--- config.mk ---
export PLATFORM = sky130hd
export DESIGN_NAME = dmem_unit
export DESIGN_NICKNAME = d
export VERILOG_FILES = /design/src/rtl/dmem_pkg.sv /design/src/rtl/dmem_route.sv /design/src/rtl/dmem_array.sv /design/src/rtl/dmem_unit.sv
export SDC_FILE = /design/constraint.sdc
export NUM_CORES = 2
export LEC_CHECK = 0
export CORE_UTILIZATION = 30
export CTS_CLUSTER_DIAMETER = 60
export DETAILED_ROUTE_END_ITERATION = 8
export GPL_TIMING_DRIVEN = 0
export HOLD_SLACK_MARGIN = 0.03
export SLEW_MARGIN = 20
export SYNTH_ARGS = -nofsm -noshare
export SYNTH_HDL_FRONTEND = slang
export SYNTH_HIERARCHICAL = 1
export SYNTH_SLANG_ARGS = --single-unit
--- constraint.sdc ---
create_clock -name clk -period 11.2 [get_ports clk]
set_input_delay 1.12 -clock clk [delete_from_list [all_inputs] [get_ports clk]]
set_output_delay 1.12 -clock clk [all_outputs]
set_load 0.01 [all_outputs]
--- src/rtl/dmem_pkg.sv ---
package dmem_pkg;
  localparam int ADDR_W    = 8;
  localparam int DATA_W    = 8;
  localparam int BANK_W    = 2;
  localparam int REGN_W    = 3;
  localparam int BITPOS_W  = $clog2(DATA_W);
  localparam int BITNUM_W  = 7;
  localparam int DEPTH     = 1 << ADDR_W;
  localparam logic [ADDR_W-1:0] BIT_BASE = 8'h20;
  localparam logic [ADDR_W-1:0] SP_RST   = 8'h07;

  typedef logic [ADDR_W-1:0] addr_t;
  typedef logic [DATA_W-1:0] data_t;

  typedef enum logic [2:0] {
    MD_DIRECT   = 3'd0,
    MD_INDIRECT = 3'd1,
    MD_BIT      = 3'd2,
    MD_REG      = 3'd3,
    MD_PUSH     = 3'd4,
    MD_POP      = 3'd5
  } mode_e;

  function automatic addr_t reg_byte(input logic [BANK_W-1:0] bank,
                                     input logic [REGN_W-1:0] n);
    return addr_t'({bank, n});
  endfunction

  function automatic addr_t bit_byte(input logic [BITNUM_W-1:0] k);
    return BIT_BASE + addr_t'(k[BITNUM_W-1:BITPOS_W]);
  endfunction

  function automatic logic [BITPOS_W-1:0] bit_pos(input logic [BITNUM_W-1:0] k);
    return k[BITPOS_W-1:0];
  endfunction

  function automatic data_t put_bit(input data_t cur, input logic [BITPOS_W-1:0] pos,
                                    input logic v);
    data_t r;
    r = cur;
    r[pos] = v;
    return r;
  endfunction
endpackage

--- src/rtl/dmem_route.sv ---
module dmem_route
  import dmem_pkg::*;
(
  input  logic              clk,
  input  logic              rst_n,
  input  logic              req_valid,
  input  logic [2:0]        req_mode,
  input  addr_t             req_addr,
  input  logic              wr_en,
  input  logic [BANK_W-1:0] bank_sel,
  output addr_t             ram_addr,
  output logic              ram_we,
  output logic              bit_wr,
  output logic              bit_acc,
  output logic [BITPOS_W-1:0] bpos,
  output logic              sfr_hit,
  output logic              rd_req,
  output addr_t             sp
);
  logic push_go, pop_go, plain_acc;

  always_comb begin
    ram_addr  = req_addr;
    sfr_hit   = 1'b0;
    plain_acc = 1'b0;
    bit_acc   = 1'b0;
    push_go   = 1'b0;
    pop_go    = 1'b0;
    bpos      = bit_pos(req_addr[BITNUM_W-1:0]);
    case (req_mode)
      MD_DIRECT:   begin plain_acc = 1'b1; sfr_hit = req_addr[ADDR_W-1]; end
      MD_INDIRECT: plain_acc = 1'b1;
      MD_BIT:      begin plain_acc = 1'b1; bit_acc = 1'b1;
                         ram_addr = bit_byte(req_addr[BITNUM_W-1:0]); end
      MD_REG:      begin plain_acc = 1'b1;
                         ram_addr = reg_byte(bank_sel, req_addr[REGN_W-1:0]); end
      MD_PUSH:     begin push_go = 1'b1; ram_addr = sp + addr_t'(1); end
      MD_POP:      begin pop_go = 1'b1; ram_addr = sp; end
      default:     ;
    endcase
    sfr_hit = sfr_hit & req_valid;
    ram_we  = req_valid & ~sfr_hit & ((plain_acc & wr_en) | push_go);
    bit_wr  = req_valid & bit_acc & wr_en;
    rd_req  = req_valid & ((plain_acc & ~wr_en) | pop_go);
  end

  always_ff @(posedge clk or negedge rst_n) begin
    if (!rst_n)                      sp <= SP_RST;
    else if (req_valid && push_go)   sp <= sp + addr_t'(1);
    else if (req_valid && pop_go)    sp <= sp - addr_t'(1);
  end

  p_push_inc_r7: assert property (@(posedge clk) disable iff (!rst_n)
    (req_valid && req_mode == MD_PUSH) |=> sp == $past(sp) + addr_t'(1));
  p_pop_dec_r8: assert property (@(posedge clk) disable iff (!rst_n)
    (req_valid && req_mode == MD_POP) |=> sp == $past(sp) - addr_t'(1));
  p_idle_sp_r10: assert property (@(posedge clk) disable iff (!rst_n)
    !req_valid |=> $stable(sp));
  p_push_target_r7: assert property (@(posedge clk) disable iff (!rst_n)
    (req_valid && req_mode == MD_PUSH) |-> (ram_we && ram_addr == sp + addr_t'(1)));
endmodule

--- src/rtl/dmem_array.sv ---
module dmem_array #(
  parameter int DEPTH = 256,
  parameter int W     = 8,
  localparam int AW   = $clog2(DEPTH)
) (
  input  logic          clk,
  input  logic          we,
  input  logic          re,
  input  logic [AW-1:0] addr,
  input  logic [W-1:0]  wdata,
  output logic [W-1:0]  cur,
  output logic [W-1:0]  q
);
  logic [W-1:0] mem [DEPTH];

  assign cur = mem[addr];

  always_ff @(posedge clk) begin
    if (we) mem[addr] <= wdata;
    if (re) q <= mem[addr];
  end
endmodule

--- src/rtl/dmem_unit.sv ---
module dmem_unit
  import dmem_pkg::*;
(
  input  logic        clk,
  input  logic        rst_n,
  input  logic        req_valid,
  input  logic [2:0]  req_mode,
  input  logic [7:0]  req_addr,
  input  logic        wr_en,
  input  logic [7:0]  wr_data,
  input  logic [1:0]  bank_sel,
  output logic [7:0]  rd_data,
  output logic        rd_valid,
  output logic [7:0]  sp,
  output logic        sfr_sel,
  output logic        sfr_wr,
  output logic [7:0]  sfr_addr,
  output logic [7:0]  sfr_wdata,
  input  logic [7:0]  sfr_rdata
);
  addr_t ram_addr;
  logic  ram_we, bit_wr, bit_acc, sfr_hit, rd_req;
  logic [BITPOS_W-1:0] bpos;
  data_t ram_cur, ram_q, ram_wdata;

  logic                sfr_q, bit_q;
  logic [BITPOS_W-1:0] bpos_q;
  data_t               sfr_data_q;

  dmem_route u_route (
    .clk(clk), .rst_n(rst_n), .req_valid(req_valid), .req_mode(req_mode),
    .req_addr(req_addr), .wr_en(wr_en), .bank_sel(bank_sel),
    .ram_addr(ram_addr), .ram_we(ram_we), .bit_wr(bit_wr), .bit_acc(bit_acc),
    .bpos(bpos), .sfr_hit(sfr_hit), .rd_req(rd_req), .sp(sp)
  );

  assign ram_wdata = bit_wr ? put_bit(ram_cur, bpos, wr_data[0]) : wr_data;

  dmem_array #(.DEPTH(DEPTH), .W(DATA_W)) u_array (
    .clk(clk), .we(ram_we), .re(rd_req & ~sfr_hit), .addr(ram_addr),
    .wdata(ram_wdata), .cur(ram_cur), .q(ram_q)
  );

  assign sfr_sel   = sfr_hit;
  assign sfr_wr    = sfr_hit & wr_en;
  assign sfr_addr  = req_addr;
  assign sfr_wdata = wr_data;

  always_ff @(posedge clk or negedge rst_n) begin
    if (!rst_n) begin
      rd_valid   <= 1'b0;
      sfr_q      <= 1'b0;
      bit_q      <= 1'b0;
      bpos_q     <= '0;
      sfr_data_q <= '0;
    end else begin
      rd_valid <= rd_req;
      if (rd_req) begin
        sfr_q      <= sfr_hit;
        bit_q      <= bit_acc;
        bpos_q     <= bpos;
        sfr_data_q <= sfr_rdata;
      end
    end
  end

  always_comb begin
    if (sfr_q)      rd_data = sfr_data_q;
    else if (bit_q) rd_data = data_t'(ram_q[bpos_q]);
    else            rd_data = ram_q;
  end

  p_sfr_no_ram_r2: assert property (@(posedge clk) disable iff (!rst_n)
    sfr_sel |-> !ram_we);
  p_bit_single_r5: assert property (@(posedge clk) disable iff (!rst_n)
    bit_wr |-> $countones(ram_wdata ^ ram_cur) <= 1);
  p_rd_strobe_r9: assert property (@(posedge clk) disable iff (!rst_n)
    rd_req |=> rd_valid);
  p_no_strobe_r9: assert property (@(posedge clk) disable iff (!rst_n)
    !rd_req |=> !rd_valid);
  p_idle_quiet_r10: assert property (@(posedge clk) disable iff (!rst_n)
    !req_valid |-> (!ram_we && !sfr_sel));
endmodule

# ---- After elaboration in Yosys (flattened, before gate mapping)
# Memories as Yosys holds them, arrays and structs flattened.
# Cells that the tools add are included.
dict set report classes {
  eq_ne 5
  bitwise_logic 14
  addsub 3
  mux 18
  reduce_logical 6
  n_lt_le_gt_ge 3
}
# op n
set ops {}
lappend ops {{$mux W8} 5}
lappend ops {{$pmux W8 S4} 1}
lappend ops {{$and A1 B1 Y1} 10}
lappend ops {{$mux W1} 9}
lappend ops {{$add A8 B1 Y8 const B} 1}
lappend ops {{$bwmux W8} 1}
lappend ops {{$lt A3 B4 Y1 const B} 2}
lappend ops {{$sub A8 B1 Y8 const B} 1}
lappend ops {{$add A6 B4 Y7 const A} 1}
lappend ops {{$eq A3 B2 Y1 const B} 2}
lappend ops {{$eq A3 B3 Y1 const B} 2}
lappend ops {{$reduce_or A4 Y1} 1}
lappend ops {{$bmux W1 S3} 1}
lappend ops {{$demux W1 S3} 1}
lappend ops {{$eq A3 B1 Y1 const B} 1}
lappend ops {{$ge A3 B1 Y1 const B} 1}
lappend ops {{$logic_and A1 B1 Y1} 3}
lappend ops {{$logic_not A3 Y1} 1}
lappend ops {{$not A1 Y1} 2}
lappend ops {{$or A1 B1 Y1} 2}
lappend ops {{$reduce_bool A2 Y1} 1}
dict set report totals {
  elab_cells 57
  in_bits 33
  ramBits 2048
  out_inout_bits 35
  mem_count 1
  reg_bits 30
}
# name words width rd rd_ports_with_merged_regs wr line
set mem_list {}
lappend mem_list {u_array.mem 256 8 1 0 1 dmem_array.sv:14} ;# logic [W-1:0] mem [DEPTH];

# ---- Logic depth before layout (Yosys ltp)
dict set report logic_depth {
  ltp_word 8
  depth_mapped 17
  ltp_nobuf 13
}

# ---- Cells and area by module
# Netlist, hierarchy kept.
# module seq_area_each_um2 area_per_inst_um2 cells_per_inst instances
set by_module_without_submodules {}
lappend by_module_without_submodules {dmem_array 61739.2 78572.9 3547 1}
lappend by_module_without_submodules {dmem_unit 350.3 1028.5 101 1}
lappend by_module_without_submodules {dmem_route 203.9 868.3 113 1}

# ---- Worst setup path before layout
# OpenSTA, ideal clock, no wires.
dict set report synth_timing {
  path_type {input to register}
  startpoint {in req_mode[0]}
  endpoint {mem u_array.mem[0][6] (data pin)}
  required_ps 9621
  t_arrival_ps 10284
  setup_ps 1579
  n_path_buf 5
  path_stages 16
  slack_ps -663
  cell_sequence {buf_2 > nor2b_1 > nand3_1 > xor2_1 > o21ai_0 > clkbuf_1 > nor2b_1 > clkbuf_1 > clkbuf_1 > clkbuf_1 > a22oi_1 > a21oi_1 > o41ai_1 > nand4_1 > mux2i_1 > a21oi_1}
}
dict set report synth_between {
  elab_chain_cells 5
  word_cells_on_any_way 11
  cone_classes {eq/ne: 4; mux: 4; bitwise: 2; memory: 1}
}
# item line
set synth_rtl {}
lappend synth_rtl {{start: declaration} dmem_unit.sv:7} ;# input logic [2:0] req_mode,
lappend synth_rtl {{$eq A3 B3 Y1 or $eq A3 B2 Y1 (tied branches)} dmem_route.sv:30} ;# case (req_mode)
lappend synth_rtl {{$pmux W8 S4 *} dmem_route.sv:30}
lappend synth_rtl {{net ram_addr[3]} dmem_unit.sv:21} ;# addr_t ram_addr;
lappend synth_rtl {{$mem_v2 Z256 W8 *} --}
lappend synth_rtl {{net ram_cur[6]} dmem_unit.sv:24} ;# data_t ram_cur, ram_q, ram_wdata;
lappend synth_rtl {{$bwmux W8 *} dmem_pkg.sv:41} ;# r[pos] = v;
lappend synth_rtl {{$mux W8 *} dmem_unit.sv:37} ;# assign ram_wdata = bit_wr ? put_bit(ram_cur, bpos, wr_data[0]) : wr_data;
lappend synth_rtl {{net ram_wdata[6]} dmem_unit.sv:24}
lappend synth_rtl {{end: declaration} dmem_array.sv:14}
# Mark *: on every way through the listed nets, which the timed path passes. The rest lies on a longest branch.

# ---- Worst setup path in the final report
dict set report layout_timing {
  startpoint {in req_mode[1]}
  endpoint {mem u_array.mem[80][7] (data pin)}
}
# Same word-level chain as after synthesis.

==> run metrics <==
pre-CTS WS=2140 ps; vias in the first global route=around 41000; post-layout util=between 30 and 40%; Yosys Warn Count=6; synthesized area per cell=21.4 um^2; Synth Register Bits=between 2000 and 2500; setup ws final=roughly 2800 ps; placed instance count=7459; IO Port Bufs=66; clock skew=47.1 ps; clk slew on worst S/H paths=approximately 60 ps; CP Cell Sequence=clkdlybuf4s50_1 -> clkbuf_1 -> nor2_1 -> a211oi_1 -> a21oi_1 -> o21ai_0 -> clkbuf_1 -> nor2b_1 -> clkbuf_1 -> clkbuf_1 -> clkbuf_1 -> a22oi_1 -> a21oi_1 -> o41ai_1 -> nand4_1 -> mux2i_1 -> a21oi_4 -> buf_8 -> buf_16 -> buf_16 -> buf_16 -> buf_16; status=complete, no violations; postcts setup bufs=0; startpoint types=primary input; largest fanout on the critical path=32; Total Power=18.1 mW; most common cell after layout, fill and taps aside=edfxtp_1; DR pass1 iterations=6; first-pass GRT wire length=between 300 and 400 mm; Clk pwr share=between 30% and 40%; reg-to-reg slack, setup=3200 ps; RSZ-0062 raised after global routing=no; Seq pwr share=47.8%; ys async rst share=~1.1%; sequential area share after synthesis=between 70% and 80%; Worst EP required=around 12000 ps; CTS tree=done; All-Layer GR Usage=about 16%; Final GP Congestion=around 0.92; nets=4171; Worst Hold Class=primary input to async pin; CTS Buf Count=208; num rows=between 150 and 200; share of cells above drive strength 1=25.1%; Worst path max stage delay=between 900 and 1000 ps; Synth Net Count=3796; Vias/cell=around 5.3; number of synthesized flops with an enable pin=2056; Top delay family on crit path=buffers and inverters; Comb power frac=14.8%; Tightest Pin Transition=1270 ps; Max IR drop VDD=roughly 130 uV; IO Pins=slightly below 70; H-Tree Depth=4; Die W=~520 um; CORE AREA=about 270000 um^2; minimum clock period=approximately 8400 ps; DRC Markers=0; area delta synth->final=18.0%; via count=a little over 40000; clk_lat worst skew=about 860 ps; Wirelength per Cell=28.3 um; die area=270000 um^2; clock sinks=between 2000 and 2500; HPWL after DPL=~150 mm; clk root buf=clkbuf_16; critical path arrival=between 9000 and 10000 ps; type of the worst setup path=primary input to flip-flop; Post-DRT Antenna Nets=0; final hold violation count=0; Starting DRT DRC Count=~5700; Post-Layout Cell Count=roughly 8000; most frequent CP cell=clkbuf_1; switch share=roughly a quarter; Mapped Cells=~3800; power density of the placed cells=approximately 190 nW/um^2; Worst Path Buf+Inv=11; Max Clk Rate=~120 MHz; synthesized cell area=between 80000 and 90000 um^2; Main synth FF type=edfxtp_1; Max-slew headroom=between 10% and 20%; setup TNS=0 ps; Max-Cap Viols=0; post-cts gate resize count=0; endpoints failing setup=0; Internal Power=13.4 mW; slowest CP cell=clkbuf_1; Leakage=~29 nW; Final Cycle Share=74.7%; fin. max-slew vios=0; antenna violations before repair=10; Initial Utilization=roughly 30%; largest net degree at the start of global routing=between 70 and 80; Netlist cell types=50; Clock Tree Buf Depth=3; hold_buf cts=0; Post-Route WL=between 200 and 250 mm; most frequent cells in the layout=edfxtp_1, mux4_2, a22oi_1, nor2_1, clkbuf_16; die height=520 um; NetSw=around 4.7 mW; grt ovf=0; crit path capture type=flip-flop
## through the flow
stage | cell area (um^2) | hold slack (ps)
floorplan | 80500 | 481
global placement | 85600 | 492
global route | 94900 | 263
finish | 94900 | 246
CTS | 94900 | 515
detailed placement | 88300 | 501
## cells by family after synthesis
logic type	share of synthesized area, %
compound gates	3.91
xor+xnor	0.152
mux	14.7
simple gates	2.14
buf+inv	1.64
flops	77.4
fa+ha+maj	0.0311
## area by class of cell
type / count / area (um^2)
Fill cell: 24300 / 171000
Sequential cell: 2078 / 62300
Multi-Input combinational cell: 1415 / 17100
Clock buffer: 260 / 5420
Tap cell: 3533 / 4420
Timing Repair Buffer: 165 / 3110
Buffer: 264 / 1330
Clock inverter: 126 / 1220
Inverter: 4 / 15.0
Antenna cell: 4 / 10.0
## sequential cells by signal (all words and copies together), names as in the netlist
name,flops
bit_q,1
bpos_q,3
rd_valid,1
sfr_data_q,8
sfr_q,1
u_array/mem,2048
u_array/q,8
u_route/sp,8
## layer usage
layer	up-vias	part of all wire, %	GRT usage (%)
met4	8	3.5	5.64
met5	-	0.027	0
li1	16600	-	-
met3	385	9.9	3.76
met2	2150	47	25.6
met1	22100	40	21.9
## synth_stat cells (all sizes together) (6+ instances only)
| cell | number | area share [%] |
|---|---|---|
| a21oi | 144 | 0.90 |
| a22o | 7 | 0.076 |
| a22oi | 257 | 2.4 |
| and2 | 7 | 0.054 |
| buf | 114 | 0.92 |
| clkbuf | 150 | 0.70 |
| dfrtp | 19 | 0.59 |
| edfxtp | 2056 | 77 |
| mux2 | 16 | 0.22 |
| mux2i | 10 | 0.12 |
| mux4 | 513 | 14 |
| nand2 | 38 | 0.18 |
| nand2b | 12 | 0.093 |
| nand3 | 16 | 0.10 |
| nand4 | 9 | 0.070 |
| nor2 | 248 | 1.2 |
| nor2b | 12 | 0.093 |
| nor3 | 33 | 0.21 |
| o21ai | 15 | 0.093 |
| o41ai | 32 | 0.35 |
| xnor2 | 6 | 0.065 |
| xor2 | 8 | 0.087 |
## power by group through the flow
stage          clock (mW)  sequential (mW)  combinational, mW
6_report             6.79             8.66               2.68
5_1_grt              7.18             8.66               2.77
4_1_cts              6.90             8.66               2.66
3_5_place_dp            0             8.82               2.65
3_3_place_gp            0             8.92               2.50
2_1_floorplan           0             8.86               1.48
## final timing paths
path	startpoint	end	cells past startpoint
setup / recovery	req_mode[1]	u_array/mem[80][7]	22
hold / removal	rst_n	rd_valid	1
setup reg to reg	u_route/sp[2]	u_array/mem[80][7]	21
hold reg to reg	sfr_data_q[3]	sfr_data_q[3]	1
max in group asynchronous	rst_n	u_route/sp[2]	1
min in group clk	sfr_data_q[3]	sfr_data_q[3]	1
(Power assumes the default switching activity.)
